**src/rtl/pfx_pkg.sv**
```systemverilog
package pfx_pkg;
  localparam int SIZE_W = 2;
  localparam int MASK_W = 3;
  localparam int OP_W   = 5;
  localparam int WORD_W = 16;

  typedef struct packed {
    logic [SIZE_W-1:0] size;
    logic [MASK_W-1:0] mask;
  } pfxAttr_t;

  typedef struct packed {
    logic loadSticky;
    logic loadShot;
    logic dropShot;
    logic emit;
  } pfxStrobes_t;
endpackage

```
**src/rtl/pfx_ctrl.sv**
```systemverilog
module pfx_ctrl
  import pfx_pkg::*;
#(
  parameter logic [OP_W-1:0] PREFIX_OP = 5'b10111
) (
  input  logic              flush,
  input  logic              decValid,
  input  logic              decCompressed,
  input  logic [WORD_W-1:0] decWord,
  output pfxStrobes_t       strobes,
  output pfxAttr_t          fieldAttr
);
  localparam int OP_LSB    = WORD_W - OP_W;
  localparam int FORM_BIT  = OP_LSB - 1;
  localparam int SIZE_LSB  = FORM_BIT - SIZE_W;
  localparam int MASK_LSB  = SIZE_LSB - MASK_W;

  logic isPrefix;
  logic live;

  always_comb begin
    isPrefix = decCompressed && (decWord[WORD_W-1:OP_LSB] == PREFIX_OP);
    live     = decValid && !flush;
    fieldAttr.size = decWord[SIZE_LSB +: SIZE_W];
    fieldAttr.mask = decWord[MASK_LSB +: MASK_W];
    strobes.loadSticky = live && isPrefix && decWord[FORM_BIT];
    strobes.loadShot   = live && isPrefix && !decWord[FORM_BIT];
    strobes.emit       = live && !isPrefix;
    strobes.dropShot   = flush || strobes.emit;
  end
endmodule

```
**src/rtl/pfx_datapath.sv**
```systemverilog
module pfx_datapath
  import pfx_pkg::*;
#(
  parameter logic [SIZE_W-1:0] DEFAULT_SIZE = 2'b11
) (
  input  logic        clk,
  input  logic        rst_n,
  input  pfxStrobes_t strobes,
  input  pfxAttr_t    fieldAttr,
  output logic        outValid,
  output pfxAttr_t    outAttr
);
  pfxAttr_t stickyAttr;
  pfxAttr_t shotAttr;
  logic     shotPending;

  always_ff @(posedge clk) begin
    if (!rst_n) begin
      stickyAttr  <= '{size: DEFAULT_SIZE, mask: '0};
      shotAttr    <= '0;
      shotPending <= 1'b0;
      outValid    <= 1'b0;
      outAttr     <= '{size: DEFAULT_SIZE, mask: '0};
    end else begin
      if (strobes.loadSticky) stickyAttr <= fieldAttr;
      if (strobes.loadShot) begin
        shotAttr    <= fieldAttr;
        shotPending <= 1'b1;
      end else if (strobes.dropShot) begin
        shotPending <= 1'b0;
      end
      outValid <= strobes.emit;
      if (strobes.emit) outAttr <= shotPending ? shotAttr : stickyAttr;
    end
  end
endmodule

```
**src/rtl/pfx_tracker.sv**
```systemverilog
module pfx_tracker
  import pfx_pkg::*;
#(
  parameter logic [OP_W-1:0]   PREFIX_OP    = 5'b10111,
  parameter logic [SIZE_W-1:0] DEFAULT_SIZE = 2'b11
) (
  input  logic              clk,
  input  logic              rst_n,
  input  logic              flush,
  input  logic              decValid,
  input  logic              decCompressed,
  input  logic [WORD_W-1:0] decWord,
  output logic              attrValid,
  output logic [SIZE_W-1:0] attrSize,
  output logic [MASK_W-1:0] attrMask
);
  pfxStrobes_t strobes;
  pfxAttr_t    fieldAttr;
  pfxAttr_t    outAttr;

  pfx_ctrl #(.PREFIX_OP(PREFIX_OP)) u_ctrl (
    .flush(flush), .decValid(decValid), .decCompressed(decCompressed),
    .decWord(decWord), .strobes(strobes), .fieldAttr(fieldAttr)
  );

  pfx_datapath #(.DEFAULT_SIZE(DEFAULT_SIZE)) u_dp (
    .clk(clk), .rst_n(rst_n), .strobes(strobes), .fieldAttr(fieldAttr),
    .outValid(attrValid), .outAttr(outAttr)
  );

  assign attrSize = outAttr.size;
  assign attrMask = outAttr.mask;
endmodule

```
**config.mk**
```make
export PLATFORM = sky130hd
export DESIGN_NAME = pfx_tracker
export DESIGN_NICKNAME = d
export VERILOG_FILES = /design/src/rtl/pfx_pkg.sv /design/src/rtl/pfx_ctrl.sv /design/src/rtl/pfx_datapath.sv /design/src/rtl/pfx_tracker.sv
export SDC_FILE = /design/constraint.sdc
export NUM_CORES = 1
export LEC_CHECK = 0
export BUFFER_PORTS_ARGS = -buffer_cell sky130_fd_sc_hd__clkbuf_2
export CORE_MARGIN = 2
export CORE_UTILIZATION = 35
export DETAILED_ROUTE_END_ITERATION = 8
export GPL_TIMING_DRIVEN = 0
export PLACE_DENSITY_LB_ADDON = 0.25
export SYNTH_ARGS = -nofsm -noshare
export SYNTH_HDL_FRONTEND = slang
export SYNTH_SLANG_ARGS = --single-unit
```
**constraint.sdc**
```tcl
create_clock -name clk -period 2.07 [get_ports clk]
set_input_delay 0.207 -clock clk [delete_from_list [all_inputs] [get_ports clk]]
set_output_delay 0.207 -clock clk [all_outputs]
set_load 0.02 [all_outputs]
```
==> results of run 1 <==
[cells in the mapped netlist]
| cell type | instances |
|---|---|
| nand2_1 | 20 |
| nand4b_4 | 1 |
| dfxtp_1 | 17 |
| buf_1 | 1 |
| a211oi_1 | 2 |
| inv_1 | 1 |
| mux2i_1 | 15 |
| nor2b_1 | 2 |
| a21oi_1 | 1 |
| nor4_4 | 2 |
| clkbuf_1 | 1 |
| clkinv_1 | 1 |
| nor2_1 | 7 |
| nor4b_1 | 1 |
| nand2b_1 | 1 |
| buf_2 | 1 |
| o21bai_2 | 1 |
| o21ai_0 | 1 |
| mux2_2 | 3 |
[per-stage QoR]
stage | instances | worst slack [ns] | instance area, um^2 | hold slack [ns]
after floorplan | 79 | 0.952 | 776 | 0.284
after global placement | 128 | 0.750 | 916 | 0.392
after detailed placement | 128 | 0.744 | 916 | 0.393
after CTS | 132 | 0.761 | 943 | 0.0693
after global routing | 132 | 0.696 | 943 | 0.102
final | 132 | 0.781 | 943 | 0.0821
[registers in the layout (all words and copies together) (netlist names)]
name and flops:
u_dp.outAttr 5, u_dp.outValid 1, u_dp.shotAttr 5, u_dp.shotPending 1
u_dp.stickyAttr 5
[placed cells by master (no fill, tap or decap), drive strengths merged]
master / instances
mux2i: 15
a21oi: 1
o21bai: 1
nor2: 7
mux2: 3
nor4: 2
a211oi: 2
nand4b: 1
nand2: 20
nor2b: 2
o21ai: 1
dfxtp: 17
nand2b: 1
clkinv: 2
nor4b: 1
clkbuf: 25
inv: 1
buf: 2
[routing by layer]
| layer | part of all wire, % | wire (um) | vias up | track usage, % |
|---|---|---|---|---|
| li1 | - | - | 319 | - |
| met1 | 44 | 623 | 291 | 15.9 |
| met2 | 52 | 746 | 9 | 22.9 |
| met3 | 3.7 | 52 | 0 | 2.92 |
| met4 | 0 | 0 | 0 | 6.76 |
| met5 | 0 | 0 | - | 0 |
[final cells by class]
cell class / instances / share of cell area [%]
Buffer: 3 / 1.33
Clock buffer: 3 / 2.39
Clock inverter: 1 / 0.531
Inverter: 2 / 0.796
Multi-Input combinational cell: 57 / 44.0
Sequential cell: 17 / 36.1
Tap cell: 28 / 3.71
Timing Repair Buffer: 21 / 11.1
[power by group through the flow]
stage	logic [uW]	registers (uW)	clock network [uW]
3_3_place_gp	53.1	337	0
2_1_floorplan	28.4	338	0
6_report	53.6	329	184
5_1_grt	60.0	330	199
4_1_cts	54.3	329	193
3_5_place_dp	54.0	337	0
[worst max path at each step]
stage,endpoint,depth (start not counted),start
after floorplan,u_dp.outAttr[0]$_SDFFE_PN0P_,4,u_dp.shotPending$_SDFFE_PN0P_
after CTS,u_dp.outAttr[0]$_SDFFE_PN0P_,4,u_dp.shotPending$_SDFFE_PN0P_
final,u_dp.outAttr[1]$_SDFFE_PN0P_,4,u_dp.shotPending$_SDFFE_PN0P_
after global placement,u_dp.stickyAttr[2]$_SDFFE_PN0P_,4,decWord[14]
after detailed placement,u_dp.stickyAttr[2]$_SDFFE_PN0P_,4,decWord[14]
after global routing,u_dp.outAttr[0]$_SDFFE_PN0P_,4,u_dp.shotPending$_SDFFE_PN0P_
[cell families (layout without fill, tap and decap cells)]
logic type	Yosys count	after routing	share of synthesized area (%)
AND/OR/NAND/NOR	34	34	25.2
multiplexers	18	18	23.7
flip-flops	17	17	43.9
AO/OA/AOI/OAI	5	5	4.68
buffers and inverters	5	30	2.58
[critical path: stages (launching register included)]
cell and delay [ns]:
dfxtp_1 0.32, clkbuf_1 0.34, mux2_2 0.38, nand2_1 0.06, mux2i_1 0.07
==> results.cfg, run 1 <==
[power]
p_sw_uw = 144
p_int_uw = 423
max-vdd-ir-drop_uv = 280
swShare_pct = 25.4
leakage_uw = 0.000399
pwr-share-seq_pct = 58.1
cellPowerDensity_mw_per_mm2 = 600
clkPwrFrac_pct = 32.4
power_uw = 566
power_frac_comb_pct = 9.5

[clock_tree]
hold_buffers = 0
cts.sinks = 17
htreeDepth = 1
clock_path_buffers = 2
postCtsSetupBuffers = 0
numCtsBuffers = 3
cts_root_buf = clkbuf_4
post_cts_resized = 0
clkLatencyLatePin_ns = 0.29
cts_tree = done
path_clk_slew_ns = 0.10

[routing]
ant_nets = 0
routedWlPerCell_um = 10.8
vias = 619
drc = 0
via_per_inst = 4.69
wirelength_mm = 1.42
drt_iter0_drc = 5
firstDrtPassIters = 4

[critical_path]
reg2reg_depth = 4
cp.arrival_ns = 1.46
cp-start-kind = register
crit_required_ns = 2.24
crit_fanout = 8
rr_endpoint = u_dp.outAttr[1]$_SDFFE_PN0P_
path_class = reg2reg
critPathCaptureType = register
r2r_start = u_dp.shotPending$_SDFFE_PN0P_
reg2reg_setup_slack_ns = 0.78

[sta]
setup_violations = 0
rsz0062_at_grt = false
fin_worst_skew_ns = 0.00285
final.min_clock_period_ns = 1.29
slew_headroom_pct = 66.0
hold_viol = 0
worst_slew_pin_slew_ns = 0.506
drv_slew = 0
post-route-period-util_pct = 62.3
max_freq_mhz = 776
tns_ns = 0

[cells_and_area]
area_growth_syn_to_layout_pct = 21.6
drive_gt1_share_pct = 31.7
layout.area.seq_um2 = 340
fin_util_pct = 43.9
layout.nets = 126
n_antenna_cell = 0
fillers = 225
multi_input_area_um2 = 415

[placement]
hpwl_mm = 1.07
io_buffer_count = 21
gp_congestion = 0.710

[yosys]
syn-num-nets = 100
netlist_area_um2 = 776
yosys-top-cells-area = dfxtp_1 44%, mux2i_1 19%, nand2_1 9.7%
yosysSeqAreaShare_pct = 43.9
synth_top_cell_by_area = dfxtp_1
yosysWarningCount = 0
ys_seq_elements = 17
synthDistinctLibCells = 19
yosysTopAreaCellShare_pct = 43.9
avgSynthCellArea_um2 = 9.82
synthesis.instances = 79

[run_status]
status = complete, no violations

[min_path]
hold_end = u_dp.shotPending$_SDFFE_PN0P_
hp-class = in2reg
worstHoldStart = flush
holdPathStages = 2

[floorplanning]
start_util_pct = 36.1
die-area_mm2 = 0.00261
core_area_mm2 = 0.00215
ios = 27
die_h_um = 51.1
die_w_um = 51.1
rows = 17

[job]
drv_cap = 0

[grt]
antenna_found_initial = 0
grt_usage_pct = 13.5
grt_pass1_wl_mm = 2.64
grt_pass1_vias = 605
grt_max_degree = 11
gr-total-overflow = 0
(Power assumes the default switching activity.)
==> run 2: changes to the inputs <==
- clock period: 2.07 -> 1.05 ns (I/O delays scaled with it)
==> run 2 against run 1 <==
  * Worst setup slack lost 0.77 ns
  * Sequential power grew 97%
  * Count of clock-buffer cells in the layout grew 1
==> results.cfg, run 2 (same netlist as run 1, synthesis figures left out) <==
[routing]
ant_nets = 0
vias = 620
wirelength_mm = 1.48
drt_iter0_drc = 6
routedWlPerCell_um = 11.1
via_per_inst = 4.63
drc = 0
firstDrtPassIters = 4

[run_status]
status = complete, no violations

[sta]
hold_viol = 0
rsz0062_at_grt = true
slew_headroom_pct = 64.2
setup_violations = 0
timing.hold.ws_ns = 0.0581
post-route-period-util_pct = 98.6
drv_slew = 0
fin_worst_skew_ns = 0.000931
max_freq_mhz = 966
final.min_clock_period_ns = 1.03
worst_slew_pin_slew_ns = 0.533

[floorplanning]
rows = 17
die_h_um = 51.1
core_area_mm2 = 0.00215
start_util_pct = 36.1
die-area_mm2 = 0.00261
ios = 27
die_w_um = 51.1

[grt]
grt_pass1_vias = 602
grt_max_degree = 11
grt_pass1_wl_mm = 2.60
gr-total-overflow = 0
grt_usage_pct = 13.7
antenna_found_initial = 0

[cells_and_area]
area_growth_syn_to_layout_pct = 27.7
n_antenna_cell = 0
fillers = 224
fin_util_pct = 46.1
most-common-layout-cells = 21 x clkbuf_2, 20 x nand2_1, 16 x dfxtp_1
reg_top3 = u_dp.outAttr x5, u_dp.shotAttr x5, u_dp.stickyAttr x5
drive_gt1_share_pct = 34.9
layout_commonest_cell = clkbuf_2
layout.nets = 128

[clock_tree]
cts_root_buf = clkbuf_4
cts_tree = done
clock_path_buffers = 2
numCtsBuffers = 3
cts.sinks = 17
htreeDepth = 1
path_clk_slew_ns = 0.09
clkLatencyLatePin_ns = 0.29

[critical_path]
path_class = reg2reg
crit_fanout = 6
cp.arrival_ns = 1.20
cp-start-kind = register
cp_cell_sequence = buf_8 > mux2_2 > nand2_1 > mux2i_1
slowest_delay_ns = 0.34
crit_required_ns = 1.22
critPathCaptureType = register
cp_slowest_cell = dfxtp_2

[power]
leakage_uw = 0.000417
max-vdd-ir-drop_uv = 898
cellPowerDensity_mw_per_mm2 = 1120

[job]
drv_cap = 0

[placement]
hpwl_mm = 1.10
io_buffer_count = 21
gp_congestion = 0.710

[min_path]
hp-class = in2reg
## run 2: final timing paths
check | depth (start not counted) | slack [ns] | end | from
worst max-delay path | 4 | 0.02 | u_dp.outAttr[2]$_SDFFE_PN0P_ | u_dp.shotPending$_SDFFE_PN0P_
worst min-delay path | 3 | 0.06 | u_dp.shotAttr[3]$_SDFFE_PN0P_ | decWord[8]
worst max register to register | 4 | 0.02 | u_dp.outAttr[2]$_SDFFE_PN0P_ | u_dp.shotPending$_SDFFE_PN0P_
worst min register to register | 2 | 0.46 | u_dp.outAttr[0]$_SDFFE_PN0P_ | u_dp.outAttr[0]$_SDFFE_PN0P_
## run 2: critical path: cells and delay by family, from the launching register on
family	cells	cell delay [ns]
buffers and inverters	1	0.12
DFF	1	0.34
muxes	2	0.38
and+or+nand+nor	1	0.07
## run 2: power breakdown
part | switching, uW | internal [uW]
Clock | 199 | 148
Sequential | 1.23 | 648
Combinational | 64.1 | 49.6
## run 2: layout make-up
| class | count | area [um^2] | area share [%] |
|---|---|---|---|
| Buffer | 3 | 23.8 | 2.40 |
| Clock buffer | 4 | 26.3 | 2.65 |
| Inverter | 2 | 7.51 | 0.758 |
| Multi-Input combinational cell | 57 | 430 | 43.4 |
| Sequential cell | 17 | 342 | 34.5 |
| Tap cell | 28 | 35.0 | 3.54 |
| Timing Repair Buffer | 23 | 126 | 12.8 |
## run 2: stage by stage
step                worst slack, ns  area [um^2]  total power, uW  setup TNS [ns]  instances
floorplan                    0.0267          777              723               0         79
global placement             -0.172          917              768           -1.81        128
detailed placement           -0.179          917              771           -2.02        128
CTS                         -0.0117          973             1130         -0.0203        134
global route               -0.00942          991             1170        -0.00942        134
finish                       0.0150          991             1110               0        134
## run 2: what timing repair did
| action | 4_1_cts | 5_1_grt |
|---|---|---|
| pin swaps | 0 | 1 |
| endpoints found under the setup margin | 3 | 5 |
| hold endpoints to repair | 1 | 0 |
| buffers inserted | 1 | 0 |
| hold buffers | 1 | 0 |
| resized for setup | 3 | 6 |
## run 2: layer usage
layer / global-route usage, % / wire [um]
met1: 15.4 / 720
met2: 23.6 / 696
met3: 6.14 / 67
met4: 2.70 / 0
met5: 0 / 0
==> run 3: changes to the inputs <==
- CORE_UTILIZATION: 35 -> 42
==> run 3 against run 2 <==
  * Global-route usage increased by 2.3 points
  * Critical endpoint unchanged
  * Routed wire length decreased by 2.8%
  * Critical path depth unchanged
  * Sequential power about the same
  * Sequential share of layout area decreased by 0.13 points
==> results.cfg, run 3 (same netlist as run 1, synthesis figures left out) <==
[run_status]
status = complete, no violations

[sta]
worst_slew_pin_slew_ns = 0.511
post-route-period-util_pct = 96.6
fin_worst_skew_ns = 0.00997
final.min_clock_period_ns = 1.01
hold_viol = 0
tns_ns = 0
drv_slew = 0
setup_violations = 0
max_freq_mhz = 986
slew_headroom_pct = 65.7
setup_slack_ns = 0.0354

[critical_path]
path_class = reg2reg
crit_fanout = 7
crit_required_ns = 1.23
cp.arrival_ns = 1.20
reg2reg_depth = 4
critPathCaptureType = register
cp-start-kind = register

[clock_tree]
cts_tree = done
cts_root_buf = clkbuf_4
cts.sinks = 17
clkLatencyLatePin_ns = 0.30
htreeDepth = 1
clock_path_buffers = 2
path_clk_slew_ns = 0.10
numCtsBuffers = 3

[floorplanning]
rows = 15
die_h_um = 47.0
die_w_um = 47.0
ios = 27
die-area_mm2 = 0.00221
core_area_mm2 = 0.00173
start_util_pct = 44.9

[grt]
grt_max_degree = 11
grt_pass1_wl_mm = 2.40
gr-total-overflow = 0
grt_usage_pct = 16.0
grt_pass1_vias = 579
antenna_found_initial = 0

[routing]
vias = 636
firstDrtPassIters = 2
routedWlPerCell_um = 10.9
wirelength_mm = 1.44
drt_iter0_drc = 4
via_per_inst = 4.82
drc = 0
ant_nets = 0

[power]
p_sw_uw = 273
swShare_pct = 24.5
cellPowerDensity_mw_per_mm2 = 1120
leakage_uw = 0.000423
pwr-share-seq_pct = 58.4
p_int_uw = 840
clkPwrFrac_pct = 31.4
power_frac_comb_pct = 10.2
max-vdd-ir-drop_uv = 918

[cells_and_area]
most-common-layout-cells = 21 x clkbuf_2, 20 x nand2_1, 16 x dfxtp_1
n_antenna_cell = 0
reg_top3 = u_dp.outAttr x5, u_dp.shotAttr x5, u_dp.stickyAttr x5
layout.area.seq_um2 = 342
fillers = 173
layout.nets = 129
stdcell_count = 132
multi_input_area_um2 = 433
area_growth_syn_to_layout_pct = 28.2
layout_commonest_cell = clkbuf_2
drive_gt1_share_pct = 36.4

[placement]
pre_cts_ws_ns = -0.216
io_buffer_count = 21
hpwl_mm = 1.08
place_inst = 125
gp_congestion = 0.696

[min_path]
holdPathStages = 3
hp-class = in2reg

[job]
drv_cap = 0
-- run 3: critical path, cell delays in order, from the launching register on --
cell and delay, ns:
dfxtp_2 0.34, buf_8 0.12, mux2_2 0.33, nand2_1 0.06
mux2i_1 0.06
-- run 3: metal layers --
| metal | GRT usage (%) | share of wire [%] | vias up |
|---|---|---|---|
| met3 | 6.92 | 4.4 | 4 |
| met5 | 0 | 0 | - |
| li1 | - | - | 326 |
| met2 | 26.8 | 49 | 13 |
| met1 | 18.4 | 45 | 293 |
| met4 | 5.00 | 1.2 | 0 |
-- run 3: power by group through the flow --
stage | logic, uW | clock network [uW] | registers [uW]
finish | 114 | 349 | 649
CTS | 112 | 364 | 649
floorplan | 56.2 | 0 | 666
detailed placement | 106 | 0 | 664
global route | 126 | 397 | 650
global placement | 104 | 0 | 664
-- run 3: worst paths after layout --
| check | to | startpoint | slack [ns] |
|---|---|---|---|
| worst max-delay path | u_dp.outAttr[2]$_SDFFE_PN0P_ | u_dp.shotPending$_SDFFE_PN0P_ | 0.04 |
| worst min-delay path | u_dp.shotAttr[1]$_SDFFE_PN0P_ | decWord[6] | 0.05 |
| worst max register to register | u_dp.outAttr[2]$_SDFFE_PN0P_ | u_dp.shotPending$_SDFFE_PN0P_ | 0.04 |
| worst min register to register | u_dp.stickyAttr[2]$_SDFFE_PN0P_ | u_dp.stickyAttr[2]$_SDFFE_PN0P_ | 0.46 |
-- run 3: through the flow --
step | utilization, % | total power, uW | hold WS, ns | instance area (um^2)
3_5_place_dp | 52.9 | 770 | 0.292 | 913
2_1_floorplan | - | 723 | 0.182 | 777
4_1_cts | 56.3 | 1130 | 0.0496 | 972
6_report | 57.6 | 1110 | 0.0537 | 995
5_1_grt | 57.6 | 1170 | 0.0468 | 995
3_3_place_gp | 52.9 | 768 | 0.282 | 913
-- run 3: layout make-up --
type / count / area share [%]
plain buffers: 3 / 2.39
clock buffers: 3 / 2.26
clock inverters: 1 / 0.503
inverters: 2 / 0.755
multi-input cells: 57 / 43.5
flip-flops and latches: 17 / 34.3
well taps: 25 / 3.14
repair buffers: 24 / 13.1
-- run 3: what timing repair did --
action                                 CTS  global route
setup endpoints to repair                3             5
endpoints found under the hold margin    1             0
gates resized for setup                  4             4
hold buffers                             1             0
setup buffers                            1             1
